### src/rtl/ostmr_pkg.sv
package ostmr_pkg;
  // register byte offsets
  localparam logic [7:0] OFS_MATCH0 = 8'h00;
  localparam logic [7:0] OFS_COUNT  = 8'h10;
  localparam logic [7:0] OFS_STAT   = 8'h14;
  localparam logic [7:0] OFS_WDOG   = 8'h18;
  localparam logic [7:0] OFS_IEN    = 8'h1C;
  localparam int unsigned MATCH_STRIDE = 4;
endpackage

### src/rtl/ostmr_counter.sv
module ostmr_counter #(
  parameter int unsigned W = 32
) (
  input  logic         clk,
  input  logic         rst_n,
  input  logic         tick_i,
  input  logic         ld_i,
  input  logic [W-1:0] ld_val_i,
  output logic [W-1:0] cnt_o,
  output logic [W-1:0] cnt_nxt_o,
  output logic         adv_o
);
  logic [W-1:0] cnt_q, cnt_d, cnt_inc;
  logic         adv;

  always_comb begin
    adv     = tick_i & ~ld_i;
    cnt_inc = cnt_q + W'(1);
    if (ld_i)
      cnt_d = ld_val_i;
    else if (adv)
      cnt_d = cnt_inc;
    else
      cnt_d = cnt_q;
  end

  always_ff @(posedge clk or negedge rst_n) begin
    if (!rst_n)
      cnt_q <= '0;
    else if (ld_i | adv)
      cnt_q <= cnt_d;
  end

  assign cnt_o     = cnt_q;
  assign cnt_nxt_o = cnt_inc;
  assign adv_o     = adv;

  // one step per tick
  a_r2_step: assert property (@(posedge clk) disable iff (!rst_n)
    (tick_i && !ld_i) |=> (cnt_q == $past(cnt_q) + W'(1)));
  // hold without tick
  a_r2_hold: assert property (@(posedge clk) disable iff (!rst_n)
    (!tick_i && !ld_i) |=> $stable(cnt_q));
  // load wins over tick
  a_r3_load: assert property (@(posedge clk) disable iff (!rst_n)
    ld_i |=> (cnt_q == $past(ld_val_i)));
endmodule

### src/rtl/ostmr_chan.sv
module ostmr_chan #(
  parameter int unsigned W = 32
) (
  input  logic         clk,
  input  logic         rst_n,
  input  logic         wr_i,
  input  logic [W-1:0] wdata_i,
  input  logic         adv_i,
  input  logic [W-1:0] cnt_nxt_i,
  input  logic         ien_i,
  input  logic         clr_i,
  output logic [W-1:0] match_o,
  output logic         hit_o,
  output logic         stat_o
);
  logic [W-1:0] match_q;
  logic         stat_q, stat_d, hit;

  always_comb begin
    hit = adv_i & (cnt_nxt_i == match_q);
    if (hit & ien_i)
      stat_d = 1'b1;
    else if (clr_i)
      stat_d = 1'b0;
    else
      stat_d = stat_q;
  end

  always_ff @(posedge clk or negedge rst_n) begin
    if (!rst_n)
      match_q <= '0;
    else if (wr_i)
      match_q <= wdata_i;
  end

  always_ff @(posedge clk or negedge rst_n) begin
    if (!rst_n)
      stat_q <= 1'b0;
    else
      stat_q <= stat_d;
  end

  assign match_o = match_q;
  assign hit_o   = hit;
  assign stat_o  = stat_q;

  // an enabled hit always leaves the bit set
  a_r4_set: assert property (@(posedge clk) disable iff (!rst_n)
    (hit && ien_i) |=> stat_q);
  // clear without a competing hit
  a_r6_clear: assert property (@(posedge clk) disable iff (!rst_n)
    (clr_i && !(hit && ien_i)) |=> !stat_q);
  // bit rises only through an enabled hit
  a_r4_rise: assert property (@(posedge clk) disable iff (!rst_n)
    $rose(stat_q) |-> $past(hit && ien_i));
  // match register updates only on write
  a_r9_keep: assert property (@(posedge clk) disable iff (!rst_n)
    !wr_i |=> $stable(match_q));
endmodule

### src/rtl/ostmr_wdog.sv
module ostmr_wdog (
  input  logic clk,
  input  logic rst_n,
  input  logic arm_wr_i,
  input  logic arm_bit_i,
  input  logic hit_i,
  output logic armed_o,
  output logic rst_req_o
);
  logic armed_q, armed_d, req_q, req_d;

  always_comb begin
    armed_d = armed_q | (arm_wr_i & arm_bit_i);
    req_d   = req_q | (armed_q & hit_i);
  end

  always_ff @(posedge clk or negedge rst_n) begin
    if (!rst_n) begin
      armed_q <= 1'b0;
      req_q   <= 1'b0;
    end else begin
      armed_q <= armed_d;
      req_q   <= req_d;
    end
  end

  assign armed_o   = armed_q;
  assign rst_req_o = req_q;

  // armed is sticky
  a_r10_sticky: assert property (@(posedge clk) disable iff (!rst_n)
    armed_q |=> armed_q);
  // request held until reset
  a_r11_hold: assert property (@(posedge clk) disable iff (!rst_n)
    req_q |=> req_q);
  // armed hit fires the request
  a_r11_fire: assert property (@(posedge clk) disable iff (!rst_n)
    (armed_q && hit_i) |=> req_q);
endmodule

### src/rtl/os_match_timer.sv
module os_match_timer #(
  parameter int unsigned CNT_W  = 32,
  parameter int unsigned N_CHAN = 4,
  parameter int unsigned IEN_W  = 12,
  parameter int unsigned ADDR_W = 8
) (
  input  logic              clk,
  input  logic              rst_n,
  input  logic              tick_en_i,
  input  logic              reg_wr_i,
  input  logic [ADDR_W-1:0] reg_addr_i,
  input  logic [CNT_W-1:0]  reg_wdata_i,
  output logic [CNT_W-1:0]  reg_rdata_o,
  output logic [N_CHAN-1:0] irq_o,
  output logic              wdog_rst_o
);
  import ostmr_pkg::*;

  localparam int unsigned WDOG_CH = N_CHAN - 1;

  // reset: asynchronous assert, synchronous release
  logic [1:0] rst_sync_q;
  logic       rst_s_n;

  always_ff @(posedge clk or negedge rst_n) begin
    if (!rst_n)
      rst_sync_q <= 2'b00;
    else
      rst_sync_q <= {rst_sync_q[0], 1'b1};
  end
  assign rst_s_n = rst_sync_q[1];

  // address decode
  logic wr_cnt, wr_stat, wr_wdog, wr_ien;
  always_comb begin
    wr_cnt  = reg_wr_i & (reg_addr_i == ADDR_W'(OFS_COUNT));
    wr_stat = reg_wr_i & (reg_addr_i == ADDR_W'(OFS_STAT));
    wr_wdog = reg_wr_i & (reg_addr_i == ADDR_W'(OFS_WDOG));
    wr_ien  = reg_wr_i & (reg_addr_i == ADDR_W'(OFS_IEN));
  end

  // interrupt-enable register
  logic [IEN_W-1:0] ien_q, ien_d;
  always_comb ien_d = wr_ien ? reg_wdata_i[IEN_W-1:0] : ien_q;
  always_ff @(posedge clk or negedge rst_s_n) begin
    if (!rst_s_n)
      ien_q <= '0;
    else if (wr_ien)
      ien_q <= ien_d;
  end

  // counter
  logic [CNT_W-1:0] cnt, cnt_nxt;
  logic             adv;

  ostmr_counter #(.W(CNT_W)) u_cnt (
    .clk      (clk),
    .rst_n    (rst_s_n),
    .tick_i   (tick_en_i),
    .ld_i     (wr_cnt),
    .ld_val_i (reg_wdata_i),
    .cnt_o    (cnt),
    .cnt_nxt_o(cnt_nxt),
    .adv_o    (adv)
  );

  // match channels
  logic [CNT_W-1:0]  match_v [N_CHAN];
  logic [N_CHAN-1:0] hit_v, stat_v, clr_v;

  assign clr_v = wr_stat ? reg_wdata_i[N_CHAN-1:0] : '0;

  for (genvar g = 0; g < N_CHAN; g++) begin : g_chan
    logic wr_m;
    assign wr_m = reg_wr_i &
                  (reg_addr_i == ADDR_W'(OFS_MATCH0) + ADDR_W'(MATCH_STRIDE * g));
    ostmr_chan #(.W(CNT_W)) u_chan (
      .clk      (clk),
      .rst_n    (rst_s_n),
      .wr_i     (wr_m),
      .wdata_i  (reg_wdata_i),
      .adv_i    (adv),
      .cnt_nxt_i(cnt_nxt),
      .ien_i    (ien_q[g]),
      .clr_i    (clr_v[g]),
      .match_o  (match_v[g]),
      .hit_o    (hit_v[g]),
      .stat_o   (stat_v[g])
    );
  end

  // watchdog on the last channel
  logic armed;
  ostmr_wdog u_wdog (
    .clk      (clk),
    .rst_n    (rst_s_n),
    .arm_wr_i (wr_wdog),
    .arm_bit_i(reg_wdata_i[0]),
    .hit_i    (hit_v[WDOG_CH]),
    .armed_o  (armed),
    .rst_req_o(wdog_rst_o)
  );

  assign irq_o = stat_v;

  // read mux
  always_comb begin
    reg_rdata_o = '0;
    for (int i = 0; i < int'(N_CHAN); i++)
      if (reg_addr_i == ADDR_W'(OFS_MATCH0) + ADDR_W'(MATCH_STRIDE * i))
        reg_rdata_o = match_v[i];
    case (reg_addr_i)
      ADDR_W'(OFS_COUNT): reg_rdata_o = cnt;
      ADDR_W'(OFS_STAT):  reg_rdata_o = CNT_W'(stat_v);
      ADDR_W'(OFS_WDOG):  reg_rdata_o = CNT_W'(armed);
      ADDR_W'(OFS_IEN):   reg_rdata_o = CNT_W'(ien_q);
      default: ;
    endcase
  end

  // enable register changes only on its own write
  a_r8_ien_keep: assert property (@(posedge clk) disable iff (!rst_s_n)
    !wr_ien |=> $stable(ien_q));
  // interrupt lines never show a bit not pending in status
  a_r5_irq_vs_stat: assert property (@(posedge clk) disable iff (!rst_s_n)
    (reg_addr_i == ADDR_W'(OFS_STAT)) |-> (reg_rdata_o[N_CHAN-1:0] == irq_o));
endmodule

### config.mk
export PLATFORM = sky130hd
export DESIGN_NAME = os_match_timer
export DESIGN_NICKNAME = d
export VERILOG_FILES = /design/src/rtl/ostmr_pkg.sv /design/src/rtl/ostmr_counter.sv /design/src/rtl/ostmr_chan.sv /design/src/rtl/ostmr_wdog.sv /design/src/rtl/os_match_timer.sv
export SDC_FILE = /design/constraint.sdc
export NUM_CORES = 1
export LEC_CHECK = 0
export BUFFER_PORTS_ARGS = -buffer_cell sky130_fd_sc_hd__buf_2
export CELL_PAD_IN_SITES_DETAIL_PLACEMENT = 1
export CELL_PAD_IN_SITES_GLOBAL_PLACEMENT = 1
export CORE_MARGIN = 8
export CORE_UTILIZATION = 52
export DETAILED_ROUTE_END_ITERATION = 8
export PLACE_DENSITY_LB_ADDON = 0.1
export SYNTH_ARGS = -nofsm -noshare
export SYNTH_HDL_FRONTEND = slang
export SYNTH_SLANG_ARGS = --single-unit
### constraint.sdc
create_clock -name clk -period 12.35 [get_ports clk]
set_input_delay 1.235 -clock clk [delete_from_list [all_inputs] [get_ports clk]]
set_output_delay 1.235 -clock clk [all_outputs]
set_load 0.01 [all_outputs]
Yosys cells after proc, flatten, opt, wreduce, memory -nomap -nowiden:

Cells that the tools add are included.

* flip-flop bits (word level): 180
* output and inout bits: 37
* input bits: 44
* word-level logic and storage cells: 71

* $add $sub $neg: 1
* reductions and logical operators: 7
* mux-type cells: 16
* equal/unequal tests: 11
* bitwise logic cells: 23

Operators by type and width (count)
* 32-bit 2-to-1 mux: 6
* 32-bit == test: 4
* 32-bit case mux with 4 select lines: 1
* 32-bit by 1-bit adder with 32-bit output, second input constant: 1
* 8-bit by 5-bit == test with 1-bit output, second input constant: 4
* 1-bit bitwise AND: 19
* 8-bit by 4-bit == test with 1-bit output, second input constant: 2
* 2-bit nonzero test: 5
* 8-bit by 3-bit == test with 1-bit output, second input constant: 1
* 8-bit logical NOT: 1
* 1-bit 2-to-1 mux: 8
* 4-bit 2-to-1 mux: 1
* 1-bit bitwise OR: 3
* 2-bit AND reduction: 1
* 1-bit inverter: 1

Logic depth before layout (Yosys ltp):

* depth after elaboration: 7
* gate-level depth with buffers: 11
* depth with buffers taken out: 9

Cells and area by module:

Synthesis repeated with hierarchy kept, for this count alone.

* cell total of the unflattened synthesis: 1099
* area total of the unflattened synthesis: 11003.1 sq um

By module, submodules not included
* ostmr_chan: cells an instance 127, times used 4, area each 1597.8 sq um, sequential area each 825.8 sq um
* ostmr_counter: cells an instance 302, times used 1, area each 2414.8 sq um, sequential area each 800.8 sq um
* os_match_timer: cells an instance 285, times used 1, area each 2132.0 sq um, sequential area each 350.3 sq um
* ostmr_wdog: cells an instance 4, times used 1, area each 65.1 sq um, sequential area each 50.0 sq um

Least setup slack after synthesis:

No wires, ideal clock.

* path kind: input -> output
* start point: input port reg_addr_i[5]
* end point: output port reg_rdata_o[12]
* arrival: 2.928 ns
* stages on the path: 7
* buffers on the path: 2
* setup slack: 8.187 ns
* required time: 11.115 ns
* cells stage by stage: nor3_1 -> nand2_1 -> nor3_1 -> clkbuf_1 -> clkbuf_1 -> a22oi_1 -> o21ai_0

* longest elaborated chain between the ends: 6
* elaborated cells on any way between the ends: 13
* those cells by class: eq/ne: 7; mux: 5; reduce/logical: 1

Ends and longest elaborated chain
* start: declaration: line os_match_timer.sv:11 `input logic [ADDR_W-1:0] reg_addr_i,`
* 8-bit logical NOT: line os_match_timer.sv:110 `if (reg_addr_i == ADDR_W'(OFS_MATCH0) + ADDR_W'(MATCH_STRIDE * i))`
* 32-bit 2-to-1 mux (4 in series): line os_match_timer.sv:110
* 32-bit case mux with 4 select lines *: line os_match_timer.sv:112 `case (reg_addr_i)`
* end: declaration: line os_match_timer.sv:13 `output logic [CNT_W-1:0] reg_rdata_o,`

Every way passes the cells marked *; elsewhere a longest branch is shown, timed or not.

Worst setup path in the final report:

* start point: input port reg_addr_i[4]
* end point: output port reg_rdata_o[1]

Same word-level chain as after synthesis.

==> impl_metrics.toml <==
[logic_synthesis]
netlist_area_um2 = 11870
syn_inst = 1219
seq_area_frac_synth_pct = 37.95
ys_seq_elements = 180
synthDistinctLibCells = 66
synth_edf_count = 0
yosys_warnings = 0
synth_area_leaders = "dfrtp_1 (38%), mux2_2 (14%), xnor2_1 (6.3%)"
synth_top_cell_by_area = "dfrtp_1"
synth.avg_cell_area_um2 = 9.736
ys.flop_type = "dfrtp_1"
synthArstFlopShare_pct = 100.0
synth_fp_nets = 1264
synth.top_cell.area_share_pct = 37.95

[floorplanning]
dieArea_um2 = 27910
row_count = 55
die_w_um = 167.1
die_h_um = 167.1
io_pins = 81
fp.coreArea_um2 = 22500
start_util_pct = 52.74

[worst_setup_path]
crit_required_ps = 11110
worst_setup_path_end_kind = "primary output"
worstSetupStartpointType = "primary input"
timing.rr.end = "g_chan[3].u_chan.stat_o"
cp_data_arrival_time_ps = 3560
crit_type = "primary input to primary output"
rr_worst_depth = 8
r2r_setup_slack_ps = 7860
timing.rr.start = "u_cnt.cnt_o[0]"
crit_fanout = 30

[clock_network]
clock-sinks = 180
worstSkewPairLatency_ps = 450
cts_max_path_buffers = 2
holdBufCountCts = 0
ctsResizeCount = 0
cts_setup_buffers = 0
h-tree-depth = 4
numCtsBuffers = 17
root_buffer = "clkbuf_16"
clk_pin_slew_ps = 90
cts_tree = "yes"

[timing]
clock.fmax_mhz = 208.4
worst-slew-pin-transition_ps = 1148
min_period_over_period_pct = 38.86
setup_tns_ps = 0
drv_slew = 0
fin_crit_ps = 4799
rsz0062_at_grt = "no"
hold_viol_final = 0
relSlewSlack_pct = 23.35
finalSetupViolCount = 0
skew_ps = 18.54

[grt]
antenna_found_initial = 2
grt_max_degree = 77
grt_pass1_vias = 10813
grtUsageTotal_pct = 31.43
overflow = 0
grt_pass1_wl_um = 67780

[min_path]
hold_path.class = "register to async pin"

[route]
ant_nets = 0
drc_errors = 0
via_per_inst = 6.846
drtIter0Drc = 1348
avgRoutedWirePerCell_um = 28.46
drt_first_pass_iters = 8
finalWirelength_um = 43680
vias = 10508

[final_layout]
nets = 1282
diodes = 0
drive_above_1_share_pct = 24.48
area_delta_synth_final_pct = 9.162

[power_and_ir_drop]
leakage_nw = 5.658
p_seq_share_pct = 44.0
power_density_nw_per_um2 = 130.0
p_switching_mw = 0.6198
swShare_pct = 36.81
ir_worst_vdd_uv = 90.67
pwr-share-clk_pct = 33.1
combPwrFrac_pct = 22.9
p_int_mw = 1.064
total_power_mw = 1.684

[placed_design]
portBuffers = 80
hpwl_um = 30920
place_congestion = 1.007

[run]
max_cap_violations = 0

[run_status]
status = "finished, final reports clean"
worst max-delay path by stage:
stage	to	cells after the start	from	slack, ps
after floorplan	g_chan[0].u_chan.match_o[0]	0	rst_sync_q[1]	6960
after global placement	reg_rdata_o[1]	7	reg_addr_i[4]	7700
after detailed placement	reg_rdata_o[1]	7	reg_addr_i[4]	7570
after CTS	reg_rdata_o[1]	7	reg_addr_i[4]	7580
after global routing	reg_rdata_o[3]	7	reg_addr_i[4]	7430
final	reg_rdata_o[1]	7	reg_addr_i[4]	7550
metal layers:
metal	GRT usage [%]	up-vias	share of wire [%]	wire, µm
li1	-	4556	-	-
met1	43.87	5338	44	19340
met2	47.77	512	45	19690
met3	5.792	98	7.4	3214
met4	11.79	4	3.2	1408
met5	0	-	0.062	27
registers in the layout (all words and copies together), names as in the netlist:
| signal | cells |
|---|---|
| g_chan.u_chan.stat_o | 4 |
| u_wdog.rst_req_o | 1 |
| u_wdog.armed_o | 1 |
| u_cnt.cnt_o | 32 |
| ien_q | 12 |
| rst_sync_q | 2 |
| g_chan.u_chan.match_o | 128 |
final cells by class:
cell class                 count  area (µm²)
timing repair buffer          97       528.0
clock inverter                14       157.7
multi-input combinational    929        6920
fill                        2532        9548
sequential                   180        4508
clock buffer                  18       439.2
inverter                      12       45.04
tap                          285       356.6
worst max-delay path, stage by stage:
cell and delay (ps):
buf_2 70, buf_4 430, nor2b_1 240, and3_1 930
a22oi_1 240, o21ai_0 230, buf_2 180
placed cells by master, fill, tap and decap left out, drive strengths merged, types with 25 or more instances in the layout:
master	n
dfrtp	180
mux2	149
buf	97
xnor2	86
nor2	84
nand2	77
xor2	74
a21oi	67
o21ai	43
nand3	37
nor3	34
nand4	34
a221oi	25
cell families (layout without fill, tap and decap cells):
logic type      after synthesis  after routing  synth area share [%]
fa+ha+maj                     1              1                0.1054
xor+xnor                    160            160                 11.81
compound gates              248            248                 14.37
buf+inv                     110            141                 3.901
mux                         172            172                 16.29
simple gates                347            347                 15.54
flops                       180            180                 37.95
other cells                   1              1               0.03160
per-stage QoR:
step                instances  util, %  hold slack (ps)  cell area [µm²]  setup WS [ps]
global route             1535    57.57            346.4            12950           7433
CTS                      1535    57.57            321.3            12950           7578
finish                   1535    57.57            299.1            12950           7551
floorplan                1219        -            331.2            11870           6963
global placement         1503    54.92            297.1            12360           7702
detailed placement       1503    54.92            312.1            12360           7570
cells in the mapped netlist (all sizes together), types with 4 or more instances:
cell type	instances
or3	8
nand3	37
o21ai	43
nand2	77
nor4	20
nor2b	5
a222oi	16
nor3b	10
nor3	34
a21oi	67
a221oi	25
a22oi	10
and3	12
dfrtp	180
o2111ai	8
and4	9
a31oi	16
buf	40
a32o	5
nand4	34
inv	11
xor2	74
nor2	84
a211oi	13
xnor2	86
o311ai	4
nand3b	5
clkbuf	58
o211ai	5
mux2	149
a2111oi	5
mux2i	21
power groups by stage:
stage / logic [mW] / registers, mW / clock network, mW
2_1_floorplan: 0.315 / 0.676 / 0
3_3_place_gp: 0.365 / 0.745 / 0
3_5_place_dp: 0.373 / 0.748 / 0
4_1_cts: 0.378 / 0.737 / 0.563
5_1_grt: 0.417 / 0.749 / 0.582
6_report: 0.385 / 0.741 / 0.558
(Power assumes the default switching activity.)
